File: src/rtl/cdt_pkg.sv
package cdt_pkg;
    localparam int unsigned DATA_W  = 32;
    localparam int unsigned SEL_W   = 8;

    localparam logic [7:0] A_DIV    = 8'h00;
    localparam logic [7:0] A_COUNT  = 8'h04;
    localparam logic [7:0] A_CTRL   = 8'h08;
    localparam logic [7:0] A_MASK   = 8'h48;
    localparam logic [7:0] A_ACK    = 8'h4C;
    localparam logic [7:0] A_RAW    = 8'h50;
    localparam logic [7:0] A_MASKED = 8'h54;

    typedef enum logic [1:0] {
        OP_LOAD = 2'd0,
        OP_STOP = 2'd1,
        OP_RUN  = 2'd2,
        OP_BAD  = 2'd3
    } op_e;

    typedef struct packed {
        logic [DATA_W-1:0] div;
        logic [DATA_W-1:0] count;
        logic [DATA_W-1:0] reload;
        logic [DATA_W-1:0] ctrl;
        logic [DATA_W-1:0] mask;
        logic [DATA_W-1:0] raw;
        logic [SEL_W-1:0]  sel;
        logic              run;
        logic              pre;
    } state_t;
endpackage

File: src/rtl/cdt_tick_sel.sv
module cdt_tick_sel #(
    parameter int unsigned NUM_SRC = 4,
    parameter int unsigned SEL_W   = 8
) (
    input  logic [SEL_W-1:0]   sel,
    input  logic               ext_tick,
    input  logic [NUM_SRC-1:0] src_tick,
    output logic               tick
);
    localparam int unsigned BASE = 4;

    logic [NUM_SRC-1:0] hit;

    for (genvar i = 0; i < NUM_SRC; i++) begin : g_src
        assign hit[i] = (sel == SEL_W'(BASE + i)) && src_tick[i];
    end

    assign tick = (|hit) || ((sel == SEL_W'(1)) && ext_tick);
endmodule

File: src/rtl/cdt_prescale.sv
module cdt_prescale #(
    parameter int unsigned LOG2 = 11
) (
    input  logic clk,
    input  logic rst_n,
    input  logic clr,
    input  logic en,
    input  logic bypass,
    output logic step
);
    logic [LOG2-1:0] cnt_d, cnt_q;

    always_comb begin
        cnt_d = cnt_q;
        if (clr) begin
            cnt_d = '0;
        end else if (en && !bypass) begin
            cnt_d = cnt_q + 1'b1;
        end
    end

    always_ff @(posedge clk or negedge rst_n) begin
        if (!rst_n) cnt_q <= '0;
        else        cnt_q <= cnt_d;
    end

    assign step = en && (bypass || (&cnt_q));
endmodule

File: src/rtl/cdt_timer.sv
module cdt_timer
    import cdt_pkg::*;
#(
    parameter int unsigned ADDR_W   = 8,
    parameter int unsigned NUM_SRC  = 4,
    parameter int unsigned PRE_LOG2 = 11
) (
    input  logic               clk,
    input  logic               rst_n,
    input  logic               bus_we,
    input  logic [ADDR_W-1:0]  bus_addr,
    input  logic [31:0]        bus_wdata,
    output logic [31:0]        bus_rdata,
    input  logic               ext_tick,
    input  logic [NUM_SRC-1:0] src_tick,
    output logic               irq_o
);
    localparam logic [DATA_W-1:0] PRE_LEN  = DATA_W'(1) << PRE_LOG2;
    localparam int unsigned       FIELD_W  = DATA_W - 2;
    localparam int unsigned       SRC_BASE = 4;

    state_t s_d, s_q;

    logic [7:0]         addr8;
    logic               ctrl_wr;
    op_e                op;
    logic [FIELD_W-1:0] sel_field;
    logic               sel_ok;
    logic               ctrl_ok;
    logic               big_div;
    logic               tick;
    logic               step;
    logic               expire;
    logic               pre_clr;

    assign addr8     = 8'(bus_addr);
    assign ctrl_wr   = bus_we && (addr8 == A_CTRL);
    assign op        = op_e'(bus_wdata[1:0]);
    assign sel_field = bus_wdata[DATA_W-1:2];
    assign sel_ok    = (sel_field < FIELD_W'(2)) ||
                       ((sel_field >= FIELD_W'(SRC_BASE)) &&
                        (sel_field <  FIELD_W'(SRC_BASE + NUM_SRC)));
    assign ctrl_ok   = ctrl_wr && (op != OP_BAD) && sel_ok;
    assign big_div   = s_q.div > PRE_LEN;
    assign pre_clr   = ctrl_ok && (op == OP_LOAD);
    assign expire    = s_q.run && step && (s_q.count <= DATA_W'(1));

    cdt_tick_sel #(
        .NUM_SRC (NUM_SRC),
        .SEL_W   (SEL_W)
    ) u_tick_sel (
        .sel      (s_q.sel),
        .ext_tick (ext_tick),
        .src_tick (src_tick),
        .tick     (tick)
    );

    cdt_prescale #(
        .LOG2 (PRE_LOG2)
    ) u_prescale (
        .clk    (clk),
        .rst_n  (rst_n),
        .clr    (pre_clr),
        .en     (s_q.run && tick),
        .bypass (!s_q.pre),
        .step   (step)
    );

    always_comb begin
        s_d = s_q;

        if (s_q.run && step) begin
            if (expire) s_d.count = s_q.reload;
            else        s_d.count = s_q.count - 1'b1;
        end

        if (bus_we) begin
            unique case (addr8)
                A_DIV:  s_d.div  = bus_wdata;
                A_MASK: s_d.mask = bus_wdata;
                A_ACK:  s_d.raw  = s_q.raw & ~bus_wdata;
                default: ;
            endcase
        end

        if (ctrl_ok) begin
            s_d.ctrl = bus_wdata;
            s_d.sel  = SEL_W'(sel_field);
            unique case (op)
                OP_LOAD: begin
                    s_d.pre    = big_div;
                    s_d.reload = big_div ? (s_q.div >> PRE_LOG2) : s_q.div;
                    s_d.count  = big_div ? (s_q.div >> PRE_LOG2) : s_q.div;
                end
                OP_STOP: s_d.run = 1'b0;
                OP_RUN:  s_d.run = 1'b1;
                default: ;
            endcase
        end

        if (expire) s_d.raw[0] = 1'b1;
    end

    always_ff @(posedge clk or negedge rst_n) begin
        if (!rst_n) s_q <= '0;
        else        s_q <= s_d;
    end

    always_comb begin
        unique case (addr8)
            A_DIV:    bus_rdata = s_q.div;
            A_COUNT:  bus_rdata = s_q.count;
            A_CTRL:   bus_rdata = s_q.ctrl;
            A_MASK:   bus_rdata = s_q.mask;
            A_RAW:    bus_rdata = s_q.raw;
            A_MASKED: bus_rdata = s_q.raw & s_q.mask;
            default:  bus_rdata = '0;
        endcase
    end

    assign irq_o = |(s_q.raw & s_q.mask);
endmodule

File: config.mk
export PLATFORM = sky130hd
export DESIGN_NAME = cdt_timer
export DESIGN_NICKNAME = d
export VERILOG_FILES = /design/src/rtl/cdt_pkg.sv /design/src/rtl/cdt_tick_sel.sv /design/src/rtl/cdt_prescale.sv /design/src/rtl/cdt_timer.sv
export SDC_FILE = /design/constraint.sdc
export NUM_CORES = 1
export LEC_CHECK = 0
export ABC_AREA = 1
export BUFFER_PORTS_ARGS = -buffer_cell sky130_fd_sc_hd__buf_2
export CORE_AREA = 2 2 171 173
export DETAILED_ROUTE_END_ITERATION = 16
export DIE_AREA = 0 0 173 175
export SETUP_SLACK_MARGIN = 0.05
export SLEW_MARGIN = 20
export SYNTH_ARGS = -nofsm -noshare
export SYNTH_HDL_FRONTEND = slang
export SYNTH_SLANG_ARGS = --single-unit
File: constraint.sdc
create_clock -name clk -period 2.1 [get_ports clk]
set_input_delay 0.42 -clock clk [delete_from_list [all_inputs] [get_ports clk]]
set_output_delay 0.42 -clock clk [all_outputs]
set_load 0.01 [all_outputs]
==> Word level (Yosys, flattened, before mapping) <==
Cells that the tools add are included.
{ "word_totals": {"register_bits": 213, "output_inout_bits": 33, "wordCells": 81} }
{ "op_classes": {"addsub": 2, "magnitude_cmp": 5, "eq_ne": 14, "n_mux": 12, "bitwise_logic": 3, "reduce_logical": 34} }
{ "op_table": {"columns": ["op", "count"], "rows": [
  ["one-hot mux 32 bit (6 select lines)", 1],
  ["2-to-1 mux 32 bit", 3],
  ["2-to-1 mux 96 bit", 1],
  ["AND 32 bit", 2],
  ["2-to-1 mux 64 bit", 1],
  ["equality test 8 x 3 -> 1 bit, second input constant", 5],
  ["equality test 8 x 7 -> 1 bit, second input constant", 4],
  ["> comparator 32 x 12 -> 1 bit, second input constant", 1],
  ["less-or-equal comparator 32 x 1 -> 1 bit, second input constant", 1],
  ["NOT 32 bit", 1],
  ["OR reduction 32 bit", 1],
  ["subtractor 32 x 1 -> 32 bit, second input constant", 1],
  [">= comparator 30 x 3 -> 1 bit, second input constant", 1],
  ["< comparator 30 x 2 -> 1 bit, second input constant", 1],
  ["< comparator 30 x 4 -> 1 bit, second input constant", 1],
  ["2-to-1 mux 11 bit", 2],
  ["logical AND 1 bit", 15],
  ["AND reduction 2 bit", 6],
  ["adder 11 x 1 -> 11 bit, second input constant", 1],
  ["AND reduction 11 bit", 1],
  ["equality test 8 x 1 -> 1 bit, second input constant", 1],
  ["equality test 8 x 4 -> 1 bit, second input constant", 1],
  ["zero test 8 bit", 1],
  ["nonzero test 2 bit", 4],
  ["other kinds (9)", 13]
]} }

==> Logic depth before layout (Yosys ltp) <==
{ "logic_depth": {"ltp_word": 12, "ltp_mapped": 15, "mapped_depth_nobuf": 14} }

==> Modules after synthesis <==
From an unflattened synthesis, not the netlist that was laid out.
{ "hier_totals": {"hier_cells": 1635, "area_unflattened_um2": 11407.2} }
{ "modules_own_cells": {"columns": ["module", "instances", "cells_per_inst", "area_per_inst_um2", "seq_area_each_um2"], "rows": [
  ["cdt_timer", 1, 1514, 10613.9, 4854.7],
  ["cdt_prescale", 1, 98, 698.2, 275.3],
  ["cdt_tick_sel", 1, 23, 95.1, 0.0]
]} }

==> Least setup slack after synthesis <==
Ideal clock, no wire load.
{ "synth_timing": {"path_type": "input port to output port", "startpoint": "in bus_addr[0]", "endpoint": "out bus_rdata[19]", "t_arrival_ns": 1.512, "slack_ns": 0.168, "cell_stages": 8, "n_path_buf": 1, "cell_sequence": "inv_1 > nand2_1 > nor3_1 > nand2_1 > clkinv_1 > buf_2 > a21oi_1 > o221ai_1"} }
{ "synth_via": {"elab_chain_len": 2} }
{ "synth_lines": {"columns": ["item", "line_no", "rtl"], "rows": [
  ["start: declaration", "cdt_timer.sv:11", "input logic [ADDR_W-1:0] bus_addr,"],
  ["equality test 8 x 7 -> 1 bit (tied with other cells)", "cdt_timer.sv:110", "unique case (addr8)"],
  ["one-hot mux 32 bit (6 select lines) *", "cdt_timer.sv:110", null],
  ["end: declaration", "cdt_timer.sv:13", "output logic [31:0] bus_rdata,"]
]} }
Every way passes the cells marked *; elsewhere a longest branch is shown, timed or not.

==> Worst setup path in the final report <==
{ "layout_timing": {"startpoint": "reg s_q[49] (netlist bit)", "endpoint": "out irq_o"} }
{ "layout_via": {"elab_chain_len": 2} }
{ "layout_lines": {"columns": ["item", "line_no", "rtl"], "rows": [
  ["start: declaration", "cdt_timer.sv:22", "state_t s_d, s_q;"],
  ["start signal: assignment", "cdt_timer.sv:105", "if (!rst_n) s_q <= '0;"],
  ["start signal: assignment", "cdt_timer.sv:106", "else s_q <= s_d;"],
  ["AND 32 bit", "cdt_timer.sv:121", "assign irq_o = |(s_q.raw & s_q.mask);"],
  ["OR reduction 32 bit", "cdt_timer.sv:121", null],
  ["end: declaration", "cdt_timer.sv:16", "output logic irq_o"]
]} }
No other way between the ends.

==> metrics.md <==
| Metric | Value |
|---|---|
| CTS clk-pin slew, worst paths | 60 ps |
| Violated checks | negative setup slack |
| Final setup vio count | 32 |
| Post-DP HPWL | 30400 µm |
| Largest net degree at the start of global routing | 57 |
| Clock Path Buffers | 3 |
| Synth Register Bits | 205 |
| Hold_ws | 76.1 ps |
| Worst slew pin tran | 549 ps |
| DRT antenna net count | 0 |
| Port Buffers | 80 |
| PnR worst setup slack | -155 ps |
| Global-route wire length before repair | 63900 µm |
| Inst Count DP | 2090 |
| DP Area | 13200 µm² |
| Clk_lat worst skew | 530 ps |
| Sequential-to-total area share from yosys stat | 45.6% |
| GR Overflow Total | 0 |
| Crit path arrival time | 1830 ps |
| Syn Inst Count | 1546 |
| CTS H-tree lvls | 1 |
| Syn nets | 1600 |
| Crit path kind | flip-flop to primary output |
| WL final | 41300 µm |
| Initial Util | 39.6% |
| Tot GR Track Use | 27.1% |
| Worst VDD drop | 0.534 mV |
| Vias per std cell | 5.23 |
| Run status | finished, violations left |
| Relative slew slack | 63.4% |
| WL/cell | 19.0 µm |
| Synth Cell Area | 11200 µm² |
| Worst min path class | input pin to flip-flop |
| Nets | 1828 |
| Crit path time final | 2250 ps |
| Die Area | 30300 µm² |
| Clock sink count | 205 |
| Area growth syn-to-layout | 35.9% |
| Synth area leaders | dfrtp_1 46%, nand2_1 15%, inv_1 7.6% |
| Unrepaired setup endpoints after global routing | yes |
| Warnings, synthesis | 0 |
| Crit path max fanout | 4 |
| GPL Wtd Cong | 0.923 |
| ANT cells | 0 |
| Max Slew Vio Count | 0 |
| Fin crit share | 107% |
| Initial antenna violation count | 0 |
| I/O Pins | 81 |
| Synth top area share | 45.6% |
| Crit end category | primary output |
| Final Util | 53.8% |
| CP Launch Type | flip-flop |
| Worst clock skew | 17.9 ps |
| Ys async rst share | 100% |
| Pwr dens | 607 nW/µm² |
| Vias in the first global route | 11200 |
| Total of max-cap violations | 0 |
| Crit-path cells | nand2_1 -> nand4_1 -> nor4_2 -> nand2_1 -> buf_2 |
| Post-synth EDFFs | 0 |
| DR iter-0 viols | 1046 |
| Core Area | 28400 µm² |
| Unique masters post-synth | 44 |
| Pre-antenna DRT Iters | 5 |
| TritonCTS clock tree | done |
| Final instance area | 15300 µm² |
| Die X | 173 µm |
| Crit path max-delay cell type | dfrtp_1 |
| Die height | 175 µm |
| Num rows | 62 |
| Top cell type by total area after synthesis | dfrtp_1 |
| # DRC | 0 |
| Final hold violations | 0 |
| Crit-path max cell delay | 430 ps |
| Non-Filler Instances | 2176 |
| Leak | 8.08 nW |
| Root Buffer | clkbuf_16 |
| # fillers | 2720 |
| Layout cells sized above 1 | 26.8% |
| Post-synth top flop | dfrtp_1 |
| Most common cell on crit path | nand2_1 |
| Synthesized area per cell | 7.27 µm² |
| Most frequent cells in the layout | 392 x nand2_1, 220 x inv_1, 203 x dfrtp_1 |
| Maximum clock rate | 0.443 GHz |
| Critical Path RT | 1680 ps |
| Num CTS Buffers | 25 |
| Via count | 11400 |
| Most common cell after layout, fill and taps aside | nand2_1 |
[routing by layer]
layer / routed length [µm] / GRT usage [%]
met1: 18200 / 37.8
met2: 18900 / 43.3
met3: 2640 / 3.83
met4: 1660 / 9.29
met5: 0 / 0
[final timing paths]
check	to	slack, ps	from	cells after the start
hold / removal	s_q[30]$_DFFE_PN0P_	80	bus_wdata[20]	2
setup reg to reg	s_q[143]$_DFF_PN0_	90	s_q[192]$_DFFE_PN0P_	9
max in group asynchronous	s_q[164]$_DFF_PN0_	1030	rst_n	3
min in group asynchronous	s_q[48]$_DFFE_PN0P_	450	rst_n	2
hold reg to reg	s_q[131]$_DFFE_PN0N_	470	s_q[131]$_DFFE_PN0N_	2
setup / recovery	irq_o	-150	s_q[49]$_DFFE_PN0P_	5
[through the flow]
stage / setup WS, ps / TNS [ps] / total power, mW
CTS: -115 / -2240 / 9.22
finish: -155 / -3280 / 9.26
global placement: -324 / -20180 / 4.83
detailed placement: -303 / -22510 / 4.84
floorplan: 168 / 0 / 4.41
global route: -231 / -4760 / 9.56
[cell families after synthesis]
group	after synthesis	share of synthesized area, %
AO/OA/AOI/OAI	261	12.9
XOR/XNOR	20	1.56
adder cells (fa/ha/maj)	6	0.668
buffers and inverters	294	10.4
flip-flops	205	45.6
AND/OR/NAND/NOR	760	28.8
[cell type report]
cell class | instances | area (µm²) | share of cell area [%]
clock buffers | 33 | 686 | 4.49
inverters | 242 | 952 | 6.24
flip-flops and latches | 205 | 5130 | 33.6
well taps | 384 | 480 | 3.15
multi-input cells | 1048 | 5670 | 37.2
repair buffers | 252 | 2230 | 14.6
clock inverters | 12 | 120 | 0.787
[state kept, by name, indices dropped and copies added, names as in the netlist]
register          count
s_q                 194
u_prescale.cnt_q     11
[worst max-delay path: cells and delay by family (launching register included)]
family,cells,cell delay [ps]
buf+inv,1,160
simple gates,4,720
flops,1,430
[cell usage after synthesis, types with 2 or more instances]
cell type	number
o22ai_1	14
o21ai_1	10
o211ai_1	5
and2_1	2
inv_2	8
nor2_1	161
dfrtp_1	205
o221ai_1	27
clkinv_1	4
nor3_1	17
or2_2	2
nor3_2	3
xnor2_1	4
nand4_1	26
nor4_1	5
inv_1	227
nor2_4	6
buf_2	12
nand2_1	438
nand2_2	7
a21oi_1	78
clkinv_2	2
nand3_1	78
ha_1	6
clkbuf_1	32
buf_6	3
nand3b_1	3
o21ai_0	123
nand2_4	4
xor2_1	16
nor2_2	3
buf_4	3
[repair_timing]
action                     4_1_cts  5_1_grt
hold buffers                     1        0
setup buffers                   27       10
hold endpoints to repair        51        0
gates cloned                     1        2
setup endpoints to repair       33       70
gates resized for setup        122      145
pin swaps                       25       33
[report_power, final]
group	switching, mW	internal, mW	total [mW]
logic	0.524	0.313	0.838
clock network	1.77	2.54	4.31
registers	0.0740	4.04	4.11
total	2.37	6.89	9.26
No activity file was read; power rests on OpenSTA's default activity.
